### config.mk
export PLATFORM = sky130hd
export DESIGN_NAME = irq_entry_seq
export DESIGN_NICKNAME = d
export VERILOG_FILES = /design/src/rtl/irq_seq_pkg.sv /design/src/rtl/irq_pick.sv /design/src/rtl/irq_vec_gen.sv /design/src/rtl/irq_entry_seq.sv
export SDC_FILE = /design/constraint.sdc
export NUM_CORES = 1
export LEC_CHECK = 0
export BUFFER_PORTS_ARGS = -buffer_cell sky130_fd_sc_hd__clkbuf_2
export CAP_MARGIN = 10
export CORE_MARGIN = 1.5
export CORE_UTILIZATION = 40
export CTS_CLUSTER_SIZE = 40
export DETAILED_ROUTE_END_ITERATION = 7
export HOLD_SLACK_MARGIN = 0.02
export PLACE_DENSITY_LB_ADDON = 0.3
export SLEW_MARGIN = 15
export SYNTH_ARGS = -nofsm -noshare
export SYNTH_HDL_FRONTEND = slang
export SYNTH_SLANG_ARGS = --single-unit
### constraint.sdc
create_clock -name clk -period 2 [get_ports clk]
set_input_delay 0.1 -clock clk [delete_from_list [all_inputs] [get_ports clk]]
set_output_delay 0.1 -clock clk [all_outputs]
set_load 0.02 [all_outputs]
### src/rtl/irq_seq_pkg.sv
package irq_seq_pkg;
  typedef enum logic [2:0] {
    ST_IDLE,
    ST_SAVE_PC,
    ST_SAVE_SR,
    ST_CLEAR,
    ST_VECTOR,
    ST_REST_SR,
    ST_REST_PC
  } seq_state_t;
endpackage

### src/rtl/irq_pick.sv
module irq_pick #(
  parameter int NSRC = 8,
  parameter int IW   = 3
) (
  input  logic            clk,
  input  logic            rst_n,
  input  logic [NSRC-1:0] req,
  input  logic            nmi,
  input  logic            gie,
  output logic            take,
  output logic            take_nmi,
  output logic [IW-1:0]   idx
);
  logic any_req;

  always_comb begin
    any_req = 1'b0;
    idx     = '0;
    for (int i = NSRC - 1; i >= 0; i--) begin
      if (req[i]) begin
        any_req = 1'b1;
        idx     = IW'(i);
      end
    end
  end

  assign take_nmi = nmi;
  assign take     = nmi | (gie & any_req);

  // a maskable pick is a raised line with no raised line below it
  assert_lowest_wins_R2: assert property (@(posedge clk) disable iff (!rst_n)
    (take && !take_nmi) |-> (req[idx] && ((req & ((NSRC'(1) << idx) - NSRC'(1))) == '0)));

  // a maskable pick needs the enable bit
  assert_gie_gate_R1: assert property (@(posedge clk) disable iff (!rst_n)
    (take && !nmi) |-> gie);
endmodule

### src/rtl/irq_vec_gen.sv
module irq_vec_gen #(
  parameter int          AW      = 16,
  parameter int          IW      = 3,
  parameter logic [15:0] NMI_VEC = 16'hFFFC
) (
  input  logic          is_nmi,
  input  logic [IW-1:0] idx,
  output logic [AW-1:0] vec_addr
);
  localparam logic [AW-1:0] NMI_SLOT = AW'(NMI_VEC);

  always_comb begin
    if (is_nmi) vec_addr = NMI_SLOT;
    else        vec_addr = NMI_SLOT - AW'(2) - (AW'(idx) << 1);
  end
endmodule

### src/rtl/irq_entry_seq.sv
module irq_entry_seq
  import irq_seq_pkg::*;
#(
  parameter int          AW      = 16,
  parameter int          NSRC    = 8,
  parameter int          GIE_BIT = 3,
  parameter logic [15:0] NMI_VEC = 16'hFFFC,
  localparam int         IW      = (NSRC > 1) ? $clog2(NSRC) : 1
) (
  input  logic            clk,
  input  logic            rst_n,
  input  logic [NSRC-1:0] irq_req,
  input  logic            nmi_req,
  input  logic            reti_cmd,
  input  logic [AW-1:0]   pc_in,
  input  logic [AW-1:0]   sr_in,
  input  logic [AW-1:0]   sp_in,
  output logic            pc_load,
  output logic [AW-1:0]   pc_out,
  output logic            sr_load,
  output logic [AW-1:0]   sr_out,
  output logic            sp_load,
  output logic [AW-1:0]   sp_out,
  output logic            mem_valid,
  input  logic            mem_ready,
  output logic            mem_we,
  output logic [AW-1:0]   mem_addr,
  output logic [AW-1:0]   mem_wdata,
  input  logic [AW-1:0]   mem_rdata,
  output logic            ack_valid,
  output logic            ack_nmi,
  output logic [IW-1:0]   ack_idx,
  output logic            busy
);
  localparam logic [AW-1:0] WORD = AW'(2);

  seq_state_t    state;
  logic [AW-1:0] pc_q, sr_q, sp_q;
  logic          src_nmi_q;
  logic [IW-1:0] src_idx_q;

  logic          take, take_nmi;
  logic [IW-1:0] pick_idx;
  logic [AW-1:0] vec_addr;
  logic          xfer;

  irq_pick #(.NSRC(NSRC), .IW(IW)) u_pick (
    .clk      (clk),
    .rst_n    (rst_n),
    .req      (irq_req),
    .nmi      (nmi_req),
    .gie      (sr_in[GIE_BIT]),
    .take     (take),
    .take_nmi (take_nmi),
    .idx      (pick_idx)
  );

  irq_vec_gen #(.AW(AW), .IW(IW), .NMI_VEC(NMI_VEC)) u_vec (
    .is_nmi   (src_nmi_q),
    .idx      (src_idx_q),
    .vec_addr (vec_addr)
  );

  assign xfer = mem_valid & mem_ready;

  always_ff @(posedge clk) begin
    if (!rst_n) begin
      state     <= ST_IDLE;
      pc_q      <= '0;
      sr_q      <= '0;
      sp_q      <= '0;
      src_nmi_q <= 1'b0;
      src_idx_q <= '0;
    end else begin
      unique case (state)
        ST_IDLE: begin
          if (reti_cmd) begin
            sp_q  <= sp_in;
            state <= ST_REST_SR;
          end else if (take) begin
            pc_q      <= pc_in;
            sr_q      <= sr_in;
            sp_q      <= sp_in;
            src_nmi_q <= take_nmi;
            src_idx_q <= pick_idx;
            state     <= ST_SAVE_PC;
          end
        end
        ST_SAVE_PC: if (xfer) begin
          sp_q  <= sp_q - WORD;
          state <= ST_SAVE_SR;
        end
        ST_SAVE_SR: if (xfer) begin
          sp_q  <= sp_q - WORD;
          state <= ST_CLEAR;
        end
        ST_CLEAR:  state <= ST_VECTOR;
        ST_VECTOR: if (xfer) state <= ST_IDLE;
        ST_REST_SR: if (xfer) begin
          sp_q  <= sp_q + WORD;
          state <= ST_REST_PC;
        end
        ST_REST_PC: if (xfer) state <= ST_IDLE;
        default: state <= ST_IDLE;
      endcase
    end
  end

  always_comb begin
    mem_valid = 1'b0;
    mem_we    = 1'b0;
    mem_addr  = '0;
    mem_wdata = '0;
    unique case (state)
      ST_SAVE_PC: begin
        mem_valid = 1'b1;
        mem_we    = 1'b1;
        mem_addr  = sp_q - WORD;
        mem_wdata = pc_q;
      end
      ST_SAVE_SR: begin
        mem_valid = 1'b1;
        mem_we    = 1'b1;
        mem_addr  = sp_q - WORD;
        mem_wdata = sr_q;
      end
      ST_VECTOR: begin
        mem_valid = 1'b1;
        mem_addr  = vec_addr;
      end
      ST_REST_SR, ST_REST_PC: begin
        mem_valid = 1'b1;
        mem_addr  = sp_q;
      end
      default: ;
    endcase
  end

  assign pc_load   = xfer && (state == ST_VECTOR || state == ST_REST_PC);
  assign pc_out    = mem_rdata;
  assign sr_load   = (state == ST_CLEAR) || (xfer && state == ST_REST_SR);
  assign sr_out    = (state == ST_CLEAR) ? '0 : mem_rdata;
  assign sp_load   = (state == ST_CLEAR) || (xfer && state == ST_REST_PC);
  assign sp_out    = (state == ST_CLEAR) ? sp_q : sp_q + WORD;
  assign ack_valid = (state == ST_CLEAR);
  assign ack_nmi   = src_nmi_q;
  assign ack_idx   = src_idx_q;
  assign busy      = (state != ST_IDLE);

  // entry opens with a write of the sampled program counter below the stack top
  assert_save_pc_first_R3: assert property (@(posedge clk) disable iff (!rst_n)
    ($rose(busy) && !$past(reti_cmd)) |->
      (mem_valid && mem_we && mem_wdata == $past(pc_in) && mem_addr == $past(sp_in) - WORD));

  // a return opens with a read at the stack top
  assert_pop_first_R9: assert property (@(posedge clk) disable iff (!rst_n)
    ($rose(busy) && $past(reti_cmd)) |-> (mem_valid && !mem_we && mem_addr == $past(sp_in)));

  // the acknowledge cycle is followed by a vector read
  assert_vector_after_ack_R6: assert property (@(posedge clk) disable iff (!rst_n)
    ack_valid |=> (mem_valid && !mem_we && busy));

  // a stalled request keeps its address, direction and data
  assert_hold_stable_R8: assert property (@(posedge clk) disable iff (!rst_n)
    (mem_valid && !mem_ready) |=>
      (mem_valid && $stable(mem_addr) && $stable(mem_we) && $stable(mem_wdata)));

  // busy only drops after the cycle that loaded the program counter
  assert_busy_end_R7: assert property (@(posedge clk) disable iff (!rst_n)
    $fell(busy) |-> $past(pc_load));

  // acknowledge is a single-cycle pulse
  assert_ack_pulse_R5: assert property (@(posedge clk) disable iff (!rst_n)
    ack_valid |=> !ack_valid);
endmodule

Word-level counts from Yosys, hierarchy flattened
Index checks and enable logic that the tools add are counted.
Cells by class
  $add $sub $neg: 3
  equal/unequal tests: 12
  muxes and demuxes: 35
  bitwise logic cells: 4
  reduce and logical (&&, ||, !) cells: 16
Operators with widths (number)
  $mux W16: 7
  $pmux W16 S3: 2
  $mux W3: 14
  $pmux W16 S2: 1
  $pmux W3 S6: 1
  $add A16 B2 Y16 const B: 1
  $sub A16 B2 Y16 const B: 1
  $mux W1: 10
  $eq A3 B3 Y1 const B: 3
  $eq A3 B2 Y1 const B: 2
  $ne A2 B2 Y1 const B: 3
  $reduce_bool A3 Y1: 2
  $reduce_or A2 Y1: 3
  $sub A4 B5 Y6 const A: 1
  $reduce_and A5 Y1: 1
  $reduce_or A5 Y1: 1
  $ne A2 B1 Y1 const B: 2
  $reduce_and A4 Y1: 1
  $eq A3 B1 Y1 const B: 1
  $logic_and A1 B1 Y1: 3
  $logic_not A3 Y1: 1
  $logic_or A1 B1 Y1: 3
  $ne A3 B3 Y1 const B: 1
  $reduce_and A3 Y1: 1
  3 further kinds: 4
Word-level totals
  register bits: 55
  input bits: 77
  output and inout bits: 91
  logic and storage cells: 76

Logic depth before layout (Yosys ltp)
Gate-level depths: netlist of the first run.
  depth after elaboration: 13
  gate-level depth with buffers: 9
  mapped depth without buffers: 7

Hierarchy
Synthesis of the first run repeated with hierarchy kept, for this count alone.
Second synthesis, totals
  cells, all modules: 583
  area, all modules: 4210.3 sq um
Modules (own cells, without submodules)
  irq_entry_seq: times used 1, cells an instance 549, area an instance 3981.3 sq um, seq. area each 1101.1 sq um
  irq_vec_gen: times used 1, cells an instance 19, area an instance 132.6 sq um, seq. area each 0.0 sq um
  irq_pick: times used 1, cells an instance 15, area an instance 96.3 sq um, seq. area each 0.0 sq um

Worst setup path before layout of the first run
OpenSTA, ideal clock, no wires.
  kind: reg2out
  from: reg sp_q[2]
  to: out mem_addr[9]
  arrival: 2.234 ns
  data required time: 1.900 ns
  slack: -0.334 ns
  cell stages (with the launch flop): 10
  buffers on the path: 2
  cell sequence: dfxtp_1 -> clkbuf_1 -> inv_1 -> ha_1 -> or4b_1 -> clkbuf_1 -> nor4_1 -> mux2_2 -> o21ai_0 -> a21oi_1
Between the ends
  longest elaborated chain between the ends: 2
RTL lines
  start: declaration: RTL line irq_entry_seq.sv:38  | logic [AW-1:0] pc_q, sr_q, sp_q;
  start signal: assignment: RTL line irq_entry_seq.sv:78  | sp_q <= sp_in;
  start signal: assignment: RTL line irq_entry_seq.sv:83  | sp_q <= sp_in;
  start signal: assignment: RTL line irq_entry_seq.sv:90  | sp_q <= sp_q - WORD;
  $sub A16 B2 Y16: RTL line irq_entry_seq.sv:118, irq_entry_seq.sv:124
  $pmux W16 S3: RTL line irq_entry_seq.sv:114  | unique case (state)
  end: declaration: RTL line irq_entry_seq.sv:27  | output logic [AW-1:0] mem_addr,
No other way between the ends.

Final worst setup path of the first run
  from: reg sp_q[4]
  to: out mem_addr[12]
Same word-level chain as after synthesis.

==> metrics.md, run 1 <==
| Metric | Value |
|---|---|
| Status | `complete, but fails checks` |
| Failing checks | `setup timing` |
| Max-slew headroom | `65.4%` |
| P_int | `3.17 mW` |
| CTS clk-pin slew, worst paths | `110 ps` |
| Sink Count | `55` |
| # nets final | `900` |
| Final period util | `119%` |
| Critical path launch point type | `flip-flop` |
| Endpoint, Worst Hold | `sp_q[15]` |
| Syn Nets | `661` |
| Worst r2r src | `sp_q[4]` |
| Synth top area share | `27.3%` |
| Die height | `103 um` |
| Largest net degree at the start of global routing | `33` |
| Initial Utilization | `41.3%` |
| Post-Syn Area | `0.00404 mm^2` |
| Fin cells | `954` |
| Post-Syn Instances | `581` |
| 1st-pass router iterations | `5` |
| Post-synth top flop | `dfxtp_1` |
| Die Width | `103 um` |
| Initial antenna violation count | `0` |
| Final WL | `16,400 um` |
| Layout Skew | `8.15 ps` |
| Final setup fails | `24` |
| CTS Buf Count | `5` |
| Clock power frac | `12.6%` |
| Final hold vios | `0` |
| Final WS setup | `-387 ps` |
| CTS tree | `done` |
| CP endpoint kind | `output port` |
| Die area | `0.0107 mm^2` |
| Max-Cap Viols | `0` |
| Max clock buf depth | `2` |
| R2R Setup Slk | `-230 ps` |
| Post-synth EDFFs | `0` |
| Syn Area/Cell | `6.95 um^2` |
| # DRC | `0` |
| IO Port Bufs | `167` |
| Hold Crit Depth | `3` |
| Sequential power share | `24.0%` |
| Fmax | `0.419 GHz` |
| Final TNS setup | `-4140 ps` |
| Ports | `168` |
| Fraction of registers with async set or reset after synthesis | `0%` |
| Filler cell count | `799` |
| Leak | `2.94 nW` |
| Final Util | `68.4%` |
| Seq/Total Area, Yosys | `27.3%` |
| GRT Util Overall | `29.5%` |
| Cell variety after synth | `63` |
| DR WL/cell | `17.2 um` |
| Minimum clock period | `2390 ps` |
| Dpl cells | `881` |
| VDD IR max | `370 uV` |
| Cell depth of the worst flop-to-flop path | `8` |
| Core Rows | `36` |
| Worst-Skew Late Latency | `320 ps` |
| Post-DP HPWL | `10,600 um` |
| Antenna-violating nets left | `0` |
| Slew @ Worst Pin | `515 ps` |
| Combinational power share | `63.4%` |
| Core ar. | `0.00977 mm^2` |
| WP data arrival | `2290 ps` |
| Routability congestion estimate | `0.878` |
| RSZ-0062 raised after global routing | `yes` |
| Maximum fanout along the worst path | `2` |
| Synthesis warning total | `0` |
| Crit path kind | `reg -> out` |
| Area growth syn-to-layout | `65.5%` |
| End of the worst register-to-register path | `sp_q[14]` |
| Initial DRC count | `271` |
| Min-Delay Path Class | `in -> reg` |
| Grt total ovfl | `0` |
| P_sw | `2.46 mW` |
| Hold Startpoint | `sp_in[15]` |
| Sw Ratio | `43.7%` |
| Root Buffer | `clkbuf_8` |
| Final count of pins violating max slew | `0` |
| Vias in the first global route | `5,011` |
| Pwr dens | `844 mW/mm^2` |
| Synth top area cells | `dfxtp_1 27%, nand2_1 8.6%, a21oi_1 7.8%` |
| Final Power | `5.64 mW` |
| Post-DR vias/cell | `5.67` |
| Number of antenna diodes | `0` |
| First-pass GRT wire length | `24,600 um` |
| H-tree lvl count | `2` |
| Yosys reg bits | `55` |
| Share of post-route cells with drive strength above 1 | `45.1%` |
| WP data required | `1900 ps` |
| Largest area contributor in the netlist | `dfxtp_1` |
| Vias | `5,409` |
==> cells in the mapped netlist, drive strengths merged (7+ instances only) <==
cell,instances
buf,32
a22oi,19
nand3,11
dfxtp,55
and2,20
nor4,11
nand2,92
inv,17
nor3,26
nor2,57
xor2,10
a211oi,7
a21oi,63
o21ai,21
xnor2,16
clkbuf,40
==> placed cells by master (no fill, tap or decap), types with 7 or more instances in the layout <==
| cell | instances |
|---|---|
| clkbuf_2 | 144 |
| buf_4 | 93 |
| nand2_1 | 90 |
| a21oi_1 | 60 |
| nor2_1 | 48 |
| dfxtp_1 | 45 |
| dlygate4sd3_1 | 31 |
| a22oi_1 | 19 |
| and2_1 | 19 |
| buf_6 | 19 |
| inv_1 | 13 |
| nor3_1 | 12 |
| clkbuf_8 | 11 |
| xnor2_1 | 10 |
| o21ai_0 | 10 |
| nor3_4 | 9 |
| xor2_1 | 9 |
| nand3_1 | 9 |
| buf_12 | 8 |
| nor2_4 | 7 |
==> worst max-delay path, stage by stage, from the launching register on <==
cell and delay (ps):
dfxtp_2 350, or4_4 570, or3_4 400, nor3_4 150, mux2i_1 240, o22ai_2 100
clkbuf_8 160
==> flip-flops by register name (all words and copies together) (netlist names) <==
name and count:
pc_q 16, sp_q 16, sr_q 16, ack_idx 3, state 3, ack_nmi 1
==> metal layers <==
| metal | track usage [%] | up-vias | share of wire, % |
|---|---|---|---|
| met3 | 3.90 | 59 | 8.8 |
| met5 | 0 | - | 0 |
| met1 | 35.8 | 2518 | 38 |
| li1 | - | 2506 | - |
| met4 | 11.7 | 0 | 3.7 |
| met2 | 52.7 | 326 | 49 |
==> metrics by stage <==
step	setup WS, ps	instance area (um^2)	hold slack, ps
floorplan	-128	4180	203
global placement	-128	5430	323
detailed placement	-143	5430	330
CTS	-363	6340	28.6
global route	-430	6680	41.2
finish	-387	6680	21.9
==> cells by family (layout without fill, tap and decap cells) <==
group                      after synthesis  after routing  synth area share, %
AOI/OAI and AO/OA                      159            159                 25.8
xor gates and xnor gates                26             26                 5.64
adders and majority gates                5              5                 1.43
buffers and inverters                   89            329                 10.4
DFF                                     55             55                 27.3
muxes                                    2              2                0.527
and+or+nand+nor                        245            245                 28.9
==> what timing repair did <==
action	in CTS	in global routing
endpoints found under the hold margin	31	0
gates resized for setup	82	79
endpoints found under the setup margin	41	80
gates cloned	1	0
hold buffers	31	0
pin swaps	22	28
setup buffers	20	14
==> power by group through the flow <==
stage	registers, mW	logic (mW)	clock network [mW]
floorplan	1.30	1.84	0
global placement	1.35	2.76	0
detailed placement	1.35	2.79	0
CTS	1.34	3.27	0.721
global route	1.36	3.81	0.751
finish	1.35	3.58	0.708
==> how the worst max path moves through the flow <==
stage | start | end | slack, ps | cells after the start
after floorplan | sp_q[2] | mem_addr[9] | -130 | 9
after global routing | sp_q[4] | mem_addr[12] | -430 | 6
after detailed placement | sp_q[2] | mem_addr[9] | -140 | 8
final | sp_q[4] | mem_addr[12] | -390 | 6
after CTS | sp_q[4] | mem_addr[12] | -360 | 6
after global placement | sp_q[2] | mem_addr[9] | -130 | 8
==> layout make-up <==
| type | instances | area, um^2 | share of cell area, % |
|---|---|---|---|
| well taps | 133 | 166 | 2.49 |
| inverters | 17 | 68.8 | 1.03 |
| multi-input cells | 437 | 2980 | 44.6 |
| flip-flops and latches | 55 | 1120 | 16.8 |
| clock buffers | 6 | 82.6 | 1.24 |
| clock inverters | 2 | 20.0 | 0.300 |
| repair buffers | 304 | 2240 | 33.5 |
Power figures use the tool's default switching activity.
==> inputs of run 2 (changes only) <==
--- a/config.mk
+++ b/config.mk
@@ -13,6 +13,7 @@
 export DETAILED_ROUTE_END_ITERATION = 7
 export HOLD_SLACK_MARGIN = 0.02
 export PLACE_DENSITY_LB_ADDON = 0.3
+export SETUP_SLACK_MARGIN = 0.5
 export SLEW_MARGIN = 15
 export SYNTH_ARGS = -nofsm -noshare
 export SYNTH_HDL_FRONTEND = slang
==> metrics.md, run 2 <==
| Metric | Value |
|---|---|
| Worst endpoint pin kind | `output port` |
| Post-synth top flop | `dfxtp_1` |
| Sink Count | `55` |
| Err | `[ERROR GRT-0232] Routing congestion too high. Check the congestion heatmap in the GUI.` |
| Yosys reg bits | `55` |
| Synth top area share | `27.3%` |
| Largest net degree at the start of global routing | `22` |
| Post-Syn Area | `0.00404 mm^2` |
| Synthesis warning total | `0` |
| Status | `stopped before the end` |
| Root Buffer | `clkbuf_8` |
| Max clock buf depth | `2` |
| Post-DP HPWL | `11,000 um` |
| Routability congestion estimate | `0.889` |
| Synth top area cells | `dfxtp_1 27%, nand2_1 8.6%, a21oi_1 7.8%` |
| Post-placement cell area | `0.00569 mm^2` |
| Seq/Total Area, Yosys | `27.3%` |
| Most frequent cell after synthesis | `nand2_1` |
| Fail Step | `5_1_grt` |
| Ports | `168` |
| Fraction of registers with async set or reset after synthesis | `0%` |
| Grt total ovfl | `854` |
| GRT Util Overall | `97.7%` |
| Place WS | `-161 ps` |
| H-tree lvl count | `2` |
| Worst_ep grt | `mem_addr[12]` |
| Cell variety after synth | `63` |
| Syn Nets | `661` |
| Die Width | `103 um` |
| CTS Buf Count | `5` |
| Largest area contributor in the netlist | `dfxtp_1` |
| Post-synth EDFFs | `0` |
| Post-synth top cells | `92 x nand2_1, 63 x a21oi_1, 57 x nor2_1` |
| Syn Area/Cell | `6.95 um^2` |
| Post-Syn Instances | `581` |
| IO Port Bufs | `167` |
| Core Rows | `36` |
| Initial Utilization | `41.3%` |
| Die height | `103 um` |
## run 2: per-layer routing
metal	global-route usage [%]	GRT overflow
met1	87.4	7
met2	130	617
met3	70.8	11
met4	117	219
met5	13.5	0
## run 2: cell families after synthesis
kind of cell,share of synthesized area (%)
buf+inv,10.4
compound gates,25.8
flops,27.3
fa+ha+maj,1.43
simple gates,28.9
mux,0.527
xor+xnor,5.64
## run 2: per-stage QoR
stage	std cells	setup TNS [ps]	hold WS (ps)	util, %
after detailed placement	876	-624	332	58.2
after global placement	876	-285	325	58.2
after floorplan	581	-193	203	-
after CTS	982	-3490	22.2	85.4
## run 2: what timing repair did
action / CTS
pin swaps: 122
setup buffers: 56
endpoints found under the setup margin: 121
hold buffers: 30
gates resized for setup: 370
endpoints found under the hold margin: 30
cloned: 12
==> inputs of run 3 (changes only) <==
--- a/config.mk
+++ b/config.mk
@@ -8,12 +8,9 @@
 export BUFFER_PORTS_ARGS = -buffer_cell sky130_fd_sc_hd__clkbuf_2
 export CAP_MARGIN = 10
 export CORE_MARGIN = 1.5
-export CORE_UTILIZATION = 40
-export CTS_CLUSTER_SIZE = 40
+export CORE_UTILIZATION = 25
 export DETAILED_ROUTE_END_ITERATION = 7
-export HOLD_SLACK_MARGIN = 0.02
-export PLACE_DENSITY_LB_ADDON = 0.3
-export SETUP_SLACK_MARGIN = 0.5
+export PLACE_DENSITY_LB_ADDON = 0.15
 export SLEW_MARGIN = 15
 export SYNTH_ARGS = -nofsm -noshare
 export SYNTH_HDL_FRONTEND = slang
==> constraint.sdc (replaced) <==
create_clock -name clk -period 2.6 [get_ports clk]
set_input_delay 0.13 -clock clk [delete_from_list [all_inputs] [get_ports clk]]
set_output_delay 0.13 -clock clk [all_outputs]
set_load 0.02 [all_outputs]
==> metrics.md, run 3 (synthesis results as in run 1) <==
| Metric | Value |
|---|---|
| WP data required | `2470 ps` |
| Sw Ratio | `44.9%` |
| Filler cell count | `1,763` |
| # nets final | `800` |
| Max clock buf depth | `2` |
| Final Util | `33.5%` |
| CP endpoint kind | `output port` |
| IO Port Bufs | `167` |
| Hold Buf Count CTS | `0` |
| Max-Cap Viols | `0` |
| GRT busiest layer | `met2` |
| Initial Utilization | `25.5%` |
| Area growth syn-to-layout | `31.4%` |
| Initial DRC count | `358` |
| Core Rows | `46` |
| WP data arrival | `2430 ps` |
| Antenna-violating nets left | `0` |
| CTS clk-pin slew, worst paths | `90 ps` |
| Die Width | `130 um` |
| M2 GR Usage | `32.7%` |
| Most frequent cells in the layout | `166 x clkbuf_2, 92 x nand2_1, 63 x a21oi_1` |
| Minimum clock period | `2560 ps` |
| P_sw | `1.69 mW` |
| CTS tree | `done` |
| Endpoint, Worst Hold | `pc_q[3]` |
| Post-placement cell area | `0.00510 mm^2` |
| Met3 Track Usage GR | `4.18%` |
| Core ar. | `0.0158 mm^2` |
| Hold Startpoint | `pc_in[3]` |
| Slew @ Worst Pin | `550 ps` |
| Commonest non-fill, non-tap cell in the layout | `clkbuf_2` |
| # DRC | `0` |
| Ports | `168` |
| Final setup fails | `0` |
| Combinational power share | `51.8%` |
| Final Power | `3.75 mW` |
| Maximum fanout along the worst path | `8` |
| VDD IR max | `263 uV` |
| Status | `complete, no violations` |
| Final hold vios | `0` |
| Final design area excluding fillers | `0.00531 mm^2` |
| R2R Setup Slk | `410 ps` |
| P_int | `2.07 mW` |
| Worst-Skew Late Latency | `310 ps` |
| Routability congestion estimate | `0.885` |
| Leak | `2.30 nW` |
| RSZ-0062 raised after global routing | `yes` |
| Fmax | `0.391 GHz` |
| Max-slew headroom | `63.2%` |
| Clock power frac | `20.2%` |
| First-pass GRT wire length | `24,600 um` |
| Layout Skew | `13.1 ps` |
| DR WL/cell | `16.8 um` |
| Number of antenna diodes | `0` |
| Final count of pins violating max slew | `0` |
| Post-DR vias/cell | `5.07` |
| H-tree lvl count | `2` |
| Pwr dens | `708 mW/mm^2` |
| 1st-pass router iterations | `5` |
| Cell depth of the worst flop-to-flop path | `8` |
| Vias in the first global route | `4,670` |
| Vias | `4,752` |
| End of the worst register-to-register path | `sp_q[11]` |
| Final TNS setup | `0 ps` |
| Die area | `0.0169 mm^2` |
| Crit path kind | `reg -> out` |
| CTS Buf Count | `5` |
| GRT Util Overall | `18.7%` |
| Grt met1 use | `23.5%` |
| Largest net degree at the start of global routing | `33` |
| Hold slack | `35.5 ps` |
| Sink Count | `55` |
| Initial antenna violation count | `0` |
| Sequential power share | `28.0%` |
| Min-Delay Path Class | `in -> reg` |
| Final WL | `15,800 um` |
| Largest registers | `pc_q (16), sp_q (16), sr_q (16)` |
| Grt total ovfl | `0` |
| Hold Crit Depth | `3` |
| Post-DP HPWL | `11,400 um` |
| Root Buffer | `clkbuf_16` |
| Worst r2r src | `sp_q[2]` |
| Critical path launch point type | `flip-flop` |
| Final period util | `98.5%` |
| Share of post-route cells with drive strength above 1 | `32.7%` |
| Die height | `130 um` |
==> run 3: power by group through the flow <==
stage	logic (mW)	registers (mW)	clock network (mW)
2_1_floorplan	1.31	1.00	0
3_3_place_gp	1.88	1.06	0
3_5_place_dp	1.88	1.06	0
4_1_cts	1.90	1.05	0.789
5_1_grt	2.10	1.07	0.825
6_report	1.94	1.05	0.759
==> run 3: cell type report <==
class                      count  area (um^2)  area share, %
clock inverter                 2         18.8          0.354
tap                          216          270           5.09
timing repair buffer         204         1140           21.5
multi-input combinational    437         2570           48.5
sequential                    55         1100           20.8
clock buffer                   6          139           2.62
inverter                      17         63.8           1.20
==> run 3: how the worst max path moves through the flow <==
stage | from | end | slack, ps | depth (start not counted)
2_1_floorplan | sp_q[2] | mem_addr[9] | 240 | 9
3_3_place_gp | sp_q[2] | mem_addr[9] | 280 | 8
3_5_place_dp | sp_q[2] | mem_addr[9] | 260 | 8
4_1_cts | sp_q[1] | mem_addr[14] | 10 | 6
5_1_grt | sp_q[6] | mem_addr[12] | -9 | 6
6_report | sp_q[2] | mem_addr[12] | 40 | 7
==> run 3: layer usage <==
| layer | vias to the layer above | wire, um |
|---|---|---|
| met3 | 14 | 1370 |
| li1 | 2300 | - |
| met2 | 217 | 7580 |
| met1 | 2221 | 6680 |
| met4 | 0 | 155 |
| met5 | - | 0 |
==> run 3: critical path, stage by stage (launching register included) <==
cell     delay, ps
dfxtp_1        320
buf_4          160
or4_4          590
or3_4          380
nor3_4         150
mux2i_1        220
o22ai_1        110
buf_2          170
==> run 3: metrics by stage <==
| step | std cells | setup slack, ps |
|---|---|---|
| floorplan | 581 | 236 |
| global placement | 929 | 284 |
| detailed placement | 929 | 257 |
| CTS | 937 | 13.7 |
| global route | 937 | -9.35 |
| finish | 937 | 40.2 |
==> run 3: timing repair <==
action                                  in CTS  in global routing
resized for setup                            3                  8
endpoints found under the setup margin       2                  8
buffers inserted                             0                  0
pin swaps                                    0                  2
==> inputs of run 4 (changes only) <==
==> constraint.sdc (replaced) <==
create_clock -name clk -period 2.4 [get_ports clk]
set_input_delay 0.12 -clock clk [delete_from_list [all_inputs] [get_ports clk]]
set_output_delay 0.12 -clock clk [all_outputs]
set_load 0.02 [all_outputs]
==> metrics.md, run 4 (synthesis results as in run 1) <==
| Metric | Value |
|---|---|
| Antenna-violating nets left | `0` |
| Final WL | `16,200 um` |
| Sw Ratio | `43.3%` |
| Final TNS setup | `-47.8 ps` |
| Sequential power share | `25.1%` |
| Place WS | `149 ps` |
| Commonest non-fill, non-tap cell in the layout | `clkbuf_2` |
| First-pass GRT wire length | `24,800 um` |
| Layout Skew | `10.7 ps` |
| Leak | `2.44 nW` |
| CTS clk-pin slew, worst paths | `90 ps` |
| Initial DRC count | `299` |
| WP data required | `2280 ps` |
| Final WS setup | `-41.8 ps` |
| Die height | `130 um` |
| Most frequent cells in the layout | `160 x clkbuf_2, 92 x nand2_1, 60 x a21oi_1` |
| Pwr dens | `784 mW/mm^2` |
| Max stage delay cell, worst path | `or4_4` |
| Crit-path max cell delay | `560 ps` |
| Grt total ovfl | `0` |
| Fin cells | `960` |
| Dpl cells | `937` |
| Number of antenna diodes | `0` |
| # nets final | `823` |
| Maximum fanout along the worst path | `4` |
| Vias in the first global route | `4,643` |
| Failing checks | `setup timing` |
| Worst-Skew Late Latency | `310 ps` |
| Area growth syn-to-layout | `40.3%` |
| GRT Util Overall | `18.7%` |
| Sink Count | `55` |
| Final setup fails | `2` |
| Core ar. | `0.0158 mm^2` |
| Cell depth of the worst flop-to-flop path | `7` |
| Register area | `0.00111 mm^2` |
| Vias | `4,847` |
| Max-Cap Viols | `0` |
| End of the worst register-to-register path | `sp_q[14]` |
| WP data arrival | `2320 ps` |
| Final period util | `102%` |
| Crit path to | `mem_addr[12]` |
| Final hold vios | `0` |
| Min-Delay Path Class | `in -> reg` |
| VDD IR max | `340 uV` |
| Largest registers | `pc_q (16), sp_q (16), sr_q (16)` |
| Routability congestion estimate | `0.884` |
| Initial Utilization | `25.5%` |
| Max clock buf depth | `2` |
| Die area | `0.0169 mm^2` |
| # DRC | `0` |
| IO Port Bufs | `167` |
| H-tree lvl count | `2` |
| Largest net degree at the start of global routing | `35` |
| Minimum clock period | `2440 ps` |
| Filler cell count | `1,762` |
| Die Width | `130 um` |
| CTS Buf Count | `5` |
| Fmax | `0.410 GHz` |
| Root Buffer | `clkbuf_16` |
| P_int | `2.52 mW` |
| Ports | `168` |
| Core Rows | `46` |
| Status | `complete, but fails checks` |
| Critical path, cell by cell | `buf_6 -> or4_4 -> or3_4 -> nor3_4 -> mux2i_1 -> o22ai_1 -> buf_4` |
| CTS tree | `done` |
| Worst r2r src | `sp_q[2]` |
| R2R Setup Slk | `170 ps` |
| Initial antenna violation count | `1` |
| Slew @ Worst Pin | `577 ps` |
| Share of post-route cells with drive strength above 1 | `37.5%` |
| RSZ-0062 raised after global routing | `yes` |
| P_sw | `1.92 mW` |
| Final Util | `35.8%` |
| Hold Buf Count CTS | `0` |
| 1st-pass router iterations | `5` |
| Post-DP HPWL | `11,700 um` |
| Clock power frac | `20.3%` |
| DR WL/cell | `16.8 um` |
| Post-DR vias/cell | `5.05` |
| Critical path launch point type | `flip-flop` |
| CP endpoint kind | `output port` |
| Crit. Startpoint | `sp_q[2]` |
| Crit path kind | `reg -> out` |
| Max-slew headroom | `61.5%` |
| Final count of pins violating max slew | `0` |
| Combinational power share | `54.6%` |
| Area of the multi-input gates | `0.00267 mm^2` |
==> run 4: cell count changes in the layout (fill, tap and decap cells not counted), moves of 4 or more <==
cell / before / now
clkbuf_2: 166 / 160
buf_4: 35 / 58
nor3_2: 1 / 5
nor3_1: 24 / 20
==> run 4: worst min path at each step <==
stage / start / to / slack, ps / cells after the start
CTS: sr_in[6] / sr_q[6] / 10 / 3
finish: pc_in[3] / pc_q[3] / 30 / 3
global placement: sr_in[14] / sr_q[14] / 340 / 3
floorplan: irq_req[0] / ack_idx[0] / 220 / 1
global route: sr_in[14] / sr_q[14] / 20 / 3
detailed placement: sr_in[6] / sr_q[6] / 350 / 3
==> run 4: worst max-delay path, delay by kind of cell, from the launching register on <==
family / cells / cell delay, ps
compound gates: 1 / 110
buf+inv: 2 / 280
flops: 1 / 340
mux: 1 / 210
simple gates: 3 / 1080
==> run 4: cell type report <==
type,count,area share [%]
well taps,216,4.77
clock inverters,3,0.972
clock buffers,5,2.21
multi-input cells,437,47.1
flip-flops and latches,55,19.5
inverters,17,1.19
repair buffers,227,24.2
==> run 4: power by group through the flow <==
stage	clock, mW	sequential, mW	combinational (mW)
global placement	0	1.12	2.14
floorplan	0	1.09	1.41
detailed placement	0	1.12	2.13
CTS	0.937	1.11	2.24
global route	0.975	1.13	2.60
finish	0.903	1.12	2.42
==> run 4: through the flow <==
step                      power, mW  hold slack, ps  instance area [um^2]
after floorplan                2.50             223                  4040
after global placement         3.26             343                  5170
after detailed placement       3.25             348                  5170
after CTS                      4.28            12.6                  5460
after global routing           4.71            21.8                  5660
final                          4.44            25.6                  5660
==> run 4: timing repair <==
action | in CTS | in global routing
endpoints found under the setup margin | 8 | 22
pin swaps | 3 | 12
hold endpoints to repair | 0 | 0
gates resized for setup | 16 | 39
setup buffers | 5 | 10
==> run 4: per-layer routing <==
metal	part of all wire, %	global-route usage [%]	up-vias
met3	7.0	4.76	22
met4	1.4	6.41	2
met5	0.080	0	-
met1	43	22.8	2268
li1	-	-	2351
met2	48	32.1	204
